$ cat config.mk
export PLATFORM = sky130hd
export DESIGN_NAME = tcm_datapath
export DESIGN_NICKNAME = d
export VERILOG_FILES = /design/src/rtl/tcm_pkg.sv /design/src/rtl/tcm_datapath.sv
export SDC_FILE = /design/constraint.sdc
export NUM_CORES = 1
export LEC_CHECK = 0
export BUFFER_PORTS_ARGS = -buffer_cell sky130_fd_sc_hd__buf_2
export CAP_MARGIN = 20
export CORE_AREA = 2 2 295 297
export DETAILED_ROUTE_END_ITERATION = 8
export DIE_AREA = 0 0 297 299
export PLACE_DENSITY_LB_ADDON = 0.1
export SLEW_MARGIN = 20
export SYNTH_ARGS = -nofsm -noshare
export SYNTH_HDL_FRONTEND = slang
export SYNTH_SLANG_ARGS = --single-unit
export TNS_END_PERCENT = 1
$ cat constraint.sdc
create_clock -name clk -period 12 [get_ports clk]
set_input_delay 2.4 -clock clk [delete_from_list [all_inputs] [get_ports clk]]
set_output_delay 2.4 -clock clk [all_outputs]
set_load 0.02 [all_outputs]
$ cat src/rtl/tcm_pkg.sv
package tcm_pkg;

  // Strobes sent from control to datapath for one accepted access
  typedef struct packed {
    logic lookup;   // an access was accepted this cycle
    logic isWrite;  // the access is a write
    logic useLru;   // hits refresh recency
  } tcmStrobe_t;

endpackage

$ cat src/rtl/tcm_datapath.sv
module tcm_datapath
  import tcm_pkg::*;
#(
  parameter int ADDR_W      = 48,
  parameter int NUM_SETS    = 4,
  parameter int NUM_WAYS    = 4,
  parameter int BLOCK_BYTES = 4
) (
  input  logic              clk,
  input  logic              rst_n,
  input  tcmStrobe_t        strobe,
  input  logic [ADDR_W-1:0] addr,
  output logic              lookupHit
);

  localparam int OFF_W = $clog2(BLOCK_BYTES);
  localparam int IDX_W = $clog2(NUM_SETS);
  localparam int TAG_W = ADDR_W - OFF_W - IDX_W;
  localparam int AGE_W = $clog2(NUM_WAYS);
  localparam int WAY_W = AGE_W;

  logic [TAG_W-1:0] tagMem   [NUM_SETS][NUM_WAYS];
  logic             validMem [NUM_SETS][NUM_WAYS];
  logic [AGE_W-1:0] ageMem   [NUM_SETS][NUM_WAYS];

  logic [IDX_W-1:0] setIdx;
  logic [TAG_W-1:0] reqTag;
  logic [NUM_WAYS-1:0] hitVec;
  logic [NUM_WAYS-1:0] freeVec;

  assign setIdx = addr[OFF_W +: IDX_W];
  assign reqTag = addr[OFF_W+IDX_W +: TAG_W];

  // Per-way tag compare
  for (genvar w = 0; w < NUM_WAYS; w++) begin : g_way
    assign hitVec[w]  = validMem[setIdx][w] && (tagMem[setIdx][w] == reqTag);
    assign freeVec[w] = !validMem[setIdx][w];
  end

  assign lookupHit = |hitVec;

  logic [WAY_W-1:0] hitWay, freeWay, oldWay, fillWay;
  logic [AGE_W-1:0] oldAge, hitAge;
  logic             anyFree;

  always_comb begin
    hitWay  = '0;
    freeWay = '0;
    oldWay  = '0;
    oldAge  = ageMem[setIdx][0];
    anyFree = |freeVec;
    for (int w = 0; w < NUM_WAYS; w++) begin
      if (hitVec[w]) hitWay = WAY_W'(w);
      if (ageMem[setIdx][w] > oldAge) begin
        oldAge = ageMem[setIdx][w];
        oldWay = WAY_W'(w);
      end
    end
    // scan downward so the lowest empty way wins
    for (int w = NUM_WAYS - 1; w >= 0; w--) begin
      if (freeVec[w]) freeWay = WAY_W'(w);
    end
    fillWay = anyFree ? freeWay : oldWay;
    hitAge  = ageMem[setIdx][hitWay];
  end

  // Next ages of the addressed set
  logic [AGE_W-1:0] nextAge [NUM_WAYS];

  always_comb begin
    for (int w = 0; w < NUM_WAYS; w++) begin
      nextAge[w] = ageMem[setIdx][w];
      if (!lookupHit) begin
        if (WAY_W'(w) == fillWay)
          nextAge[w] = '0;
        else if (validMem[setIdx][w])
          nextAge[w] = ageMem[setIdx][w] + 1'b1;
      end else if (strobe.useLru) begin
        if (WAY_W'(w) == hitWay)
          nextAge[w] = '0;
        else if (validMem[setIdx][w] && ageMem[setIdx][w] < hitAge)
          nextAge[w] = ageMem[setIdx][w] + 1'b1;
      end
    end
  end

  always_ff @(posedge clk) begin
    if (!rst_n) begin
      for (int s = 0; s < NUM_SETS; s++) begin
        for (int w = 0; w < NUM_WAYS; w++) begin
          validMem[s][w] <= 1'b0;
          tagMem[s][w]   <= '0;
          ageMem[s][w]   <= '0;
        end
      end
    end else if (strobe.lookup) begin
      for (int w = 0; w < NUM_WAYS; w++) ageMem[setIdx][w] <= nextAge[w];
      if (!lookupHit) begin
        validMem[setIdx][fillWay] <= 1'b1;
        tagMem[setIdx][fillWay]   <= reqTag;
      end
    end
  end

  // A block is never resident in two ways of one set
  p_unique_hit_r6: assert property (@(posedge clk) disable iff (!rst_n)
    $onehot0(hitVec));

  // A miss in a set with an empty way never chooses an occupied way
  p_fill_free_r6: assert property (@(posedge clk) disable iff (!rst_n)
    (strobe.lookup && !lookupHit && anyFree) |-> !validMem[setIdx][fillWay]);

  // An accepted miss leaves its block resident on the next cycle
  p_installed_r5: assert property (@(posedge clk) disable iff (!rst_n)
    (strobe.lookup && !lookupHit) |=> lookupHit || !$stable(addr) || !strobe.lookup);

endmodule

---- Word level (Yosys, flattened, before mapping) ----
Memories as Yosys holds them, arrays and structs flattened.
Index checks and enable logic that the tools add are counted.
storage, ports and cells
  flip-flop bits (word level) ............. 0
  memory bits (writable) .................. 752
  bits of input ports ..................... 53
  output and inout port bits .............. 1
  logic and storage cells ................. 111
  memories ................................ 3
memory list
  memory    words  width  read ports  clocked after Yosys merged registers in  write ports  line                source
  tagMem    4      176    1           0                                        4            tcm_datapath.sv:22  logic [TAG_W-1:0] tagMem [NUM_SETS][NUM_WAYS];
  ageMem    4      8      1           0                                        4            tcm_datapath.sv:24  logic [AGE_W-1:0] ageMem [NUM_SETS][NUM_WAYS];
  validMem  4      4      1           0                                        4            tcm_datapath.sv:23  logic validMem [NUM_SETS][NUM_WAYS];
cells by class
  add/sub/neg operators ................... 4
  magnitude comparators ................... 10
  eq/ne operators ......................... 10
  multiplexer cells ....................... 62
  bitwise operators ....................... 2
  reduce and logical (&&, ||, !) cells .... 20
operators by type and width
  kind                                                 count
  two-way mux 176 bit                                  3
  == test 44 bit                                       4
  OR reduction 176 bit                                 1
  demux 44 bit (select 2 bit)                          1
  two-way mux 2 bit                                    40
  two-way mux 44 bit                                   1
  two-way mux 4 bit                                    3
  OR reduction 4 bit                                   3
  two-way mux 1 bit                                    11
  logical AND 1 bit                                    9
  adder 2 x 1 -> 2 bit (second input constant)         4
  == test 2 bit (first input constant)                 4
  < comparator 2 bit                                   4
  two-way mux 8 bit                                    1
  OR reduction 8 bit                                   1
  >= comparator 3 bit (second input constant)          2
  greater-than comparator 2 bit                        3
  inverter 2 -> 3 bit                                  2
  binary-select mux 2 bit (select 2 bit)               1
  == test 1 x 2 -> 1 bit (first input constant)        2
  zero test 1 bit                                      4
  zero test 2 bit                                      2
  < comparator 3 x 1 -> 1 bit (second input constant)  1
  demux 1 bit (select 2 bit)                           1

---- Depth between registers and ports, before layout ----
Gate-level depths: netlist of run 1.
An unclocked memory read counts as a cell.
  depth after elaboration ................. 17
  depth in mapped cells ................... 33
  mapped depth without buffers ............ 21

---- Least setup slack after synthesis of run 1 ----
OpenSTA, ideal clock, no wires.
  path type ............................... in2reg
  from .................................... input port addr[2]
  to ...................................... memory tagMem[3][0] in the netlist's numbering (enable)
  setup time .............................. 506 ps
  arrival ................................. 11274 ps
  required time ........................... 11494 ps
  setup slack ............................. 219 ps
  cell stages on the path ................. 30
  buffers on the path ..................... 12
  cells stage by stage .................... buf_6 -> buf_8 -> buf_4 -> buf_6 -> buf_6 -> buf_6 -> buf_6 -> buf_2 -> buf_1 -> buf_2 -> mux4_2 -> inv_1 -> ha_1 -> nor2_1 -> nor2_1 -> a21oi_1 -> mux2_2 -> ha_1 -> inv_1 -> o22ai_1 -> mux2_2 -> ha_1 -> nand2_1 -> o21ai_0 -> and2_1 -> or3_1 -> or2_1 -> buf_4 -> buf_2 -> o21ai_0
RTL lines
  what                line                source
  start: declaration  tcm_datapath.sv:12  input logic [ADDR_W-1:0] addr,
  end: declaration    tcm_datapath.sv:22

---- Worst setup path in the final report of run 1 ----
  from .................................... input port addr[2]
  to ...................................... output port lookupHit
on the way
  longest elaborated chain between the ends .. 4
  elaborated cells on any way between the ends .. 11
  those cells by class .................... eq/ne (4); reduce/logical (5); memory (2)
RTL lines
  what                  line                source
  memory (4 x 176 bit)  --
  == test 44 bit        tcm_datapath.sv:36  assign hitVec[w] = validMem[setIdx][w] && (tagMem[setIdx][w] == reqTag);
  logical AND 1 bit     tcm_datapath.sv:36
  OR reduction 4 bit *  tcm_datapath.sv:40  assign lookupHit = |hitVec;
  end: declaration      tcm_datapath.sv:13  output logic lookupHit
Every way passes the cells marked *; elsewhere a longest branch is shown, timed or not.

==> results.yml, run 1 <==
status:
  status: "completed"
sta:
  post-route-period-util_pct: 78.8
  rsz0062_at_grt: "no"
  worst_pin_slew_ps: 1090
  slew_headroom_pct: 27.2
  skew_ps: 24.8
  slew_violations: 0
  min_period_ps: 9460
  whs_ps: 447
  setup_slack_ps: 2550
  setup_tns_ps: 0
  setup_violations: 0
  fmax_mhz: 106
  hold_viol: 0
critical_path:
  regToRegEndpoint: "tagMem[2][175]"
  critPathSlowestCell: "nor4_1"
  required_ps: 9600
  cpMostUsedCell: "a2111o_1"
  r2r_slack_ps: 5360
  critPathMaxStageDelay_ps: 770
  crit_type: "in -> out"
  crit_fanout: 106
  worstPathCellList: "buf_8 > buf_12 > inv_2 > or4_1 > a2111o_1 > a2111o_1 > nor4_1 > nor4_4 > inv_1 > buf_2"
  worstPathArrival_ps: 7050
  critPathLaunchType: "input pin"
  cp-startpoint: "addr[2]"
  ff2ff_path_depth: 21
  cp_num_buf_inv: 5
  endpoint_kind: "primary output"
  r2r-start: "ageMem[2][5]"
  critPathTopFamily: "buffers and inverters"
routing:
  drt-total-wl_um: 117000
  ant_nets: 0
  drt_iter0_drc: 2151
  via_per_inst: 6.02
  vias: 24200
  routedWlPerCell_um: 29.2
  drc: 0
  dr.pass1.iters: 5
logic_synthesis:
  async_flop_share_pct: 0
  yosys.cell_types.count: 87
  synthCells: 2872
  syn_area_sq_um: 38100
  yosysMostFrequentCell: "edfxtp_1"
  synth_edf_count: 736
  syn_nets: 2937
  syn_area_per_cell_sq_um: 13.3
  yosys.area.top_type: "edfxtp_1"
  ys_seq_area_share_pct: 58.8
  ys_dominant_reg_cell: "edfxtp_1"
  ys_seq_elements: 752
  yosys-top-cells-count: "edfxtp_1, and2_1, nor3_1, clkbuf_1, mux2i_1"
  yosys-top-cells-area: "edfxtp_1, and2_1, mux4_2, mux2i_1, nor3_1"
  yosysTopAreaCellShare_pct: 58.0
  synth_warnings: 0
die:
  start_util_pct: 44.4
  die_w_um: 297
  dieArea_sq_um: 88800
  ios: 54
  core_sq_um: 85900
  rows: 108
  die_y_um: 299
clocking:
  cts_hold_buf: 0
  insertion_delay_ps: 640
  cts_buffers: 85
  cts_setup_buffers: 0
  h-tree-depth: 3
  clock-root-buffer: "clkbuf_16"
  cts_tree: "done"
  clock_path_buffers: 3
  post_cts_resize_count: 0
  cts.reportedPaths.clkPinSlew_ps: 60
  cts.sink_count: 752
pwr:
  power.switching_mw: 1.53
  seq_power_share_pct: 48.7
  switching_share_pct: 24.7
  p_per_area_nw_per_um2: 147
  p_leak_nw: 14.7
  clockPowerShare_pct: 40.9
  cell_internal_pwr_mw: 4.65
  ir_drop_mv: 0.104
  p_comb_share_pct: 10.4
  p_total_mw: 6.18
placed_design:
  gp_congestion: 0.929
  dp_hpwl_um: 73700
  port_buffers: 50
  pre_cts_ws_ps: 2430
hold_path:
  hold_depth: 1
  min_to: "validMem[2][2]"
  hold_path_class: "reg -> reg"
  hold_path_startpoint: "validMem[2][2]"
global_route:
  use_met3_pct: 4.11
  grt-ovfl-total: 0
  grt_usage_pct: 26.5
  grtUsageMet1_pct: 35.4
  grt_pass1_wl_um: 171000
  gr-usage-met2_pct: 44.7
  antenna_found_initial: 3
  top_usage_layer: "met2"
  first_global_vias: 24500
  grt_max_degree: 107
finish:
  drive_gt1_share_pct: 15.6
  finish.utilization_pct: 48.8
  syn2layout_area_growth_pct: 9.93
  fin_nets: 2859
run:
  max_cap_violations: 0
layer usage:
layer	up-vias	share of wire, %
li1	10600	-
met1	12500	41
met2	866	49
met3	164	6.3
met4	0	2.9
met5	-	0
registers in the layout, summed over array words and instances, names as in the netlist:
name	flops
tagMem	704
ageMem	32
validMem	16
worst max path at each step:
stage / end / slack [ps] / depth (start not counted)
after floorplan: tagMem[3][0] / 220 / 30
after global routing: lookupHit / 2160 / 10
final: lookupHit / 2550 / 10
after detailed placement: lookupHit / 2430 / 10
after CTS: lookupHit / 2420 / 10
after global placement: lookupHit / 2460 / 10
layout by cell type, fill, tap and decap left out, types with 26 or more instances in the layout:
cell	instances
o21ai_0	26
nor3_1	285
clkbuf_16	88
nand4_1	40
buf_4	71
buf_2	48
edfxtp_1	736
xnor2_1	111
nor2_1	69
mux4_2	125
and2_1	454
o22ai_1	31
mux2i_1	161
nand2_1	58
clkinv_1	30
nand2b_1	32
cells by family (layout without fill, tap and decap cells):
family | after synthesis | after routing | share of synthesized area [%]
simple gates | 1107 | 1107 | 16.6
flops | 752 | 752 | 58.8
buf+inv | 319 | 310 | 4.04
mux | 313 | 313 | 12.5
compound gates | 240 | 240 | 4.64
xor+xnor | 129 | 129 | 3.04
fa+ha+maj | 12 | 12 | 0.394
other cells | 0 | 1 | 0
metrics by stage:
| stage | cell area, sq um | instances |
|---|---|---|
| global route | 41900 | 4018 |
| finish | 41900 | 4019 |
| CTS | 41900 | 4018 |
| detailed placement | 39300 | 3862 |
| global placement | 39300 | 3862 |
| floorplan | 38100 | 2872 |
power by group through the flow:
| stage | combinational (mW) | clock, mW | sequential, mW |
|---|---|---|---|
| final | 0.641 | 2.53 | 3.01 |
| after global routing | 0.682 | 2.67 | 3.02 |
| after CTS | 0.647 | 2.57 | 3.01 |
| after detailed placement | 0.645 | 0 | 3.06 |
| after global placement | 0.642 | 0 | 3.06 |
| after floorplan | 0.414 | 0 | 3.06 |
area by class of cell:
class | count | area (sq um)
antenna | 1 | 2.50
clock buffer | 113 | 2320
fill | 7626 | 44000
multi-input combinational | 1801 | 14400
tap | 1155 | 1450
clock inverter | 43 | 342
timing repair buffer | 124 | 863
inverter | 30 | 113
sequential | 752 | 22400
Note: power is estimated with default switching activity, not from simulation.
==> run 2, diff against run 1 <==
--- a/config.mk
+++ b/config.mk
@@ -5,11 +5,12 @@
 export SDC_FILE = /design/constraint.sdc
 export NUM_CORES = 1
 export LEC_CHECK = 0
+export ABC_AREA = 1
 export BUFFER_PORTS_ARGS = -buffer_cell sky130_fd_sc_hd__buf_2
 export CAP_MARGIN = 20
-export CORE_AREA = 2 2 295 297
+export CORE_AREA = 2 2 292 294
 export DETAILED_ROUTE_END_ITERATION = 8
-export DIE_AREA = 0 0 297 299
+export DIE_AREA = 0 0 294 296
 export PLACE_DENSITY_LB_ADDON = 0.1
 export SLEW_MARGIN = 20
 export SYNTH_ARGS = -nofsm -noshare
==> constraint.sdc (replaced) <==
create_clock -name clk -period 8.1 [get_ports clk]
set_input_delay 1.62 -clock clk [delete_from_list [all_inputs] [get_ports clk]]
set_output_delay 1.62 -clock clk [all_outputs]
set_load 0.02 [all_outputs]
==> run 2 against run 1 <==
  * Clock-buffer cell count shrank 12
  * First-iteration DRC count up 38%
  * Clock power rose by 53%
  * Worst hold slack got worse by 2.4 ps
  * Critical path type unchanged
  * Sequential power increased by 48%
  * Cell area down 0.47%
  * Synthesized cell count is 50% higher
==> results.yml, run 2 <==
die:
  start_util_pct: 44.6
  ios: 54
  rows: 107
  core_sq_um: 84200
  die_w_um: 294
  die_y_um: 296
  dieArea_sq_um: 87000
sta:
  skew_ps: 21.7
  setup_violations: 0
  fmax_mhz: 138
  hold_viol: 0
  post-route-period-util_pct: 89.4
  whs_ps: 445
  slew_violations: 0
  setup_slack_ps: 858
  slew_headroom_pct: 29.1
  rsz0062_at_grt: "no"
  min_period_ps: 7240
  setup_tns_ps: 0
  worst_pin_slew_ps: 1060
pwr:
  ir_drop_mv: 0.186
  p_leak_nw: 18.3
  p_per_area_nw_per_um2: 224
logic_synthesis:
  yosys-top-cells-count: "nand2_1, nor2_1, edfxtp_1, nand3_1, buf_2"
  yosys-top-cells-area: "edfxtp_1, nand2_1, nor2_1, nand3_1, buf_2"
  yosys.cell_types.count: 49
  syn_nets: 4371
  async_flop_share_pct: 0
  ys_seq_area_share_pct: 59.7
  synth_warnings: 0
  syn_area_per_cell_sq_um: 8.72
  yosysTopAreaCellShare_pct: 58.9
  ys_seq_elements: 752
  ys_dominant_reg_cell: "edfxtp_1"
  synth_edf_count: 736
  yosysMostFrequentCell: "nand2_1"
  synthCells: 4306
  syn_area_sq_um: 37500
  yosys.area.top_type: "edfxtp_1"
finish:
  fin_nets: 4349
  layout_commonest_cell: "nand2_1"
  largest_reg_flops: 704
  top_regs: "tagMem: 704 flops, ageMem: 32 flops, validMem: 16 flops"
  final_cell_mix: "nand2_1, nor2_1, edfxtp_1"
  largest-register: "tagMem"
  syn2layout_area_growth_pct: 11.2
  design_area_sq_um: 41700
  drive_gt1_share_pct: 7.12
global_route:
  first_global_vias: 28600
  grt-ovfl-total: 0
  grt_usage_pct: 31.0
  grtUsageMet1_pct: 42.3
  grt_pass1_wl_um: 196000
  antenna_found_initial: 3
  use_met3_pct: 3.78
  gr-usage-met2_pct: 50.3
  grt_max_degree: 149
  top_usage_layer: "met2"
routing:
  dr.pass1.iters: 5
  ant_nets: 0
  drt-total-wl_um: 135000
  drt_iter0_drc: 2974
  vias: 30600
  routedWlPerCell_um: 24.8
  drc: 0
  via_per_inst: 5.62
critical_path:
  critPathMaxStageDelay_ps: 730
  crit_type: "in -> out"
  critPathLaunchType: "input pin"
  endpoint_kind: "primary output"
  critPathSlowestCell: "buf_4"
  worstPathCellList: "buf_8 > inv_8 > buf_4 > nand2_1 > o22ai_1 > a21oi_1 > o21ai_1 > inv_1 > a21oi_1 > nand4_1 > nor2_1 > nand3_1 > nor2_1 > nor2_4 > inv_1 > buf_2"
  required_ps: 6480
  ff2ff_path_depth: 23
  worstPathArrival_ps: 5620
  crit_fanout: 67
run:
  max_cap_violations: 0
hold_path:
  hold_depth: 2
  hold_path_class: "reg -> reg"
clocking:
  cts_tree: "done"
  cts_buffers: 85
  cts.reportedPaths.clkPinSlew_ps: 60
  post_cts_resize_count: 0
  cts_hold_buf: 0
  clock-root-buffer: "clkbuf_16"
  h-tree-depth: 3
  cts.sink_count: 752
  clock_path_buffers: 3
  cts_setup_buffers: 0
  insertion_delay_ps: 650
status:
  status: "completed"
placed_design:
  dp_hpwl_um: 85900
  place_area_sq_um: 39000
  pre_cts_ws_ps: 980
  gp_congestion: 0.947
  port_buffers: 50
## run 2: changes by cell type in the layout (fill, tap and decap cells not counted), moves of 111 or more
cell	previous run	this run
xnor2_1	111	0
nand3_1	24	192
nor3_1	285	21
and2_1	454	10
mux2i_1	161	0
nor2_1	69	869
nand2_1	58	1684
mux4_2	125	0
## run 2: area by class of cell
| class | instances | area [sq um] |
|---|---|---|
| sequential | 752 | 22400 |
| inverter | 129 | 494 |
| clock inverter | 54 | 527 |
| antenna | 2 | 5.00 |
| multi-input combinational | 3179 | 13500 |
| tap | 1090 | 1360 |
| timing repair buffer | 137 | 1190 |
| clock buffer | 101 | 2210 |
| fill | 8008 | 42500 |
## run 2: cell families after synthesis
| logic type | share of synthesized area, % |
|---|---|
| simple gates | 31.8 |
| flops | 59.7 |
| buf+inv | 4.43 |
| compound gates | 3.16 |
| xor+xnor | 0.420 |
| fa+ha+maj | 0.400 |
## run 2: worst max-delay path, delay by kind of cell
family / cells / cell delay (ps)
AO/OA/AOI/OAI: 4 / 830
AND/OR/NAND/NOR: 6 / 1330
buffers and inverters: 6 / 1700
## run 2: path summary, 6_finish.rpt
| check | end | startpoint | slack (ps) |
|---|---|---|---|
| setup / recovery | lookupHit | addr[2] | 860 |
| hold / removal | validMem[2][0] | validMem[2][0] | 440 |
| setup reg to reg | tagMem[2][138] | ageMem[0][7] | 2710 |
| hold reg to reg | validMem[2][0] | validMem[2][0] | 440 |
## run 2: metal layers
layer	wire, um	part of all wire, %
met1	56900	42
met2	63600	47
met3	9020	6.7
met4	5580	4.1
met5	20	0.015
## run 2: stage by stage
stage          instances  power (mW)  util, %
3_3_place_gp        5287        5.54     46.3
3_5_place_dp        5287        5.54     46.3
6_report            5444        9.33     49.5
4_1_cts             5442        9.36     49.5
2_1_floorplan       4306        5.12        -
5_1_grt             5442        9.60     49.5
## run 2: report_power, final
| part | switching [mW] | internal, mW |
|---|---|---|
| Combinational | 0.783 | 0.238 |
| Sequential | 0.0370 | 4.41 |
| Clock | 1.65 | 2.21 |
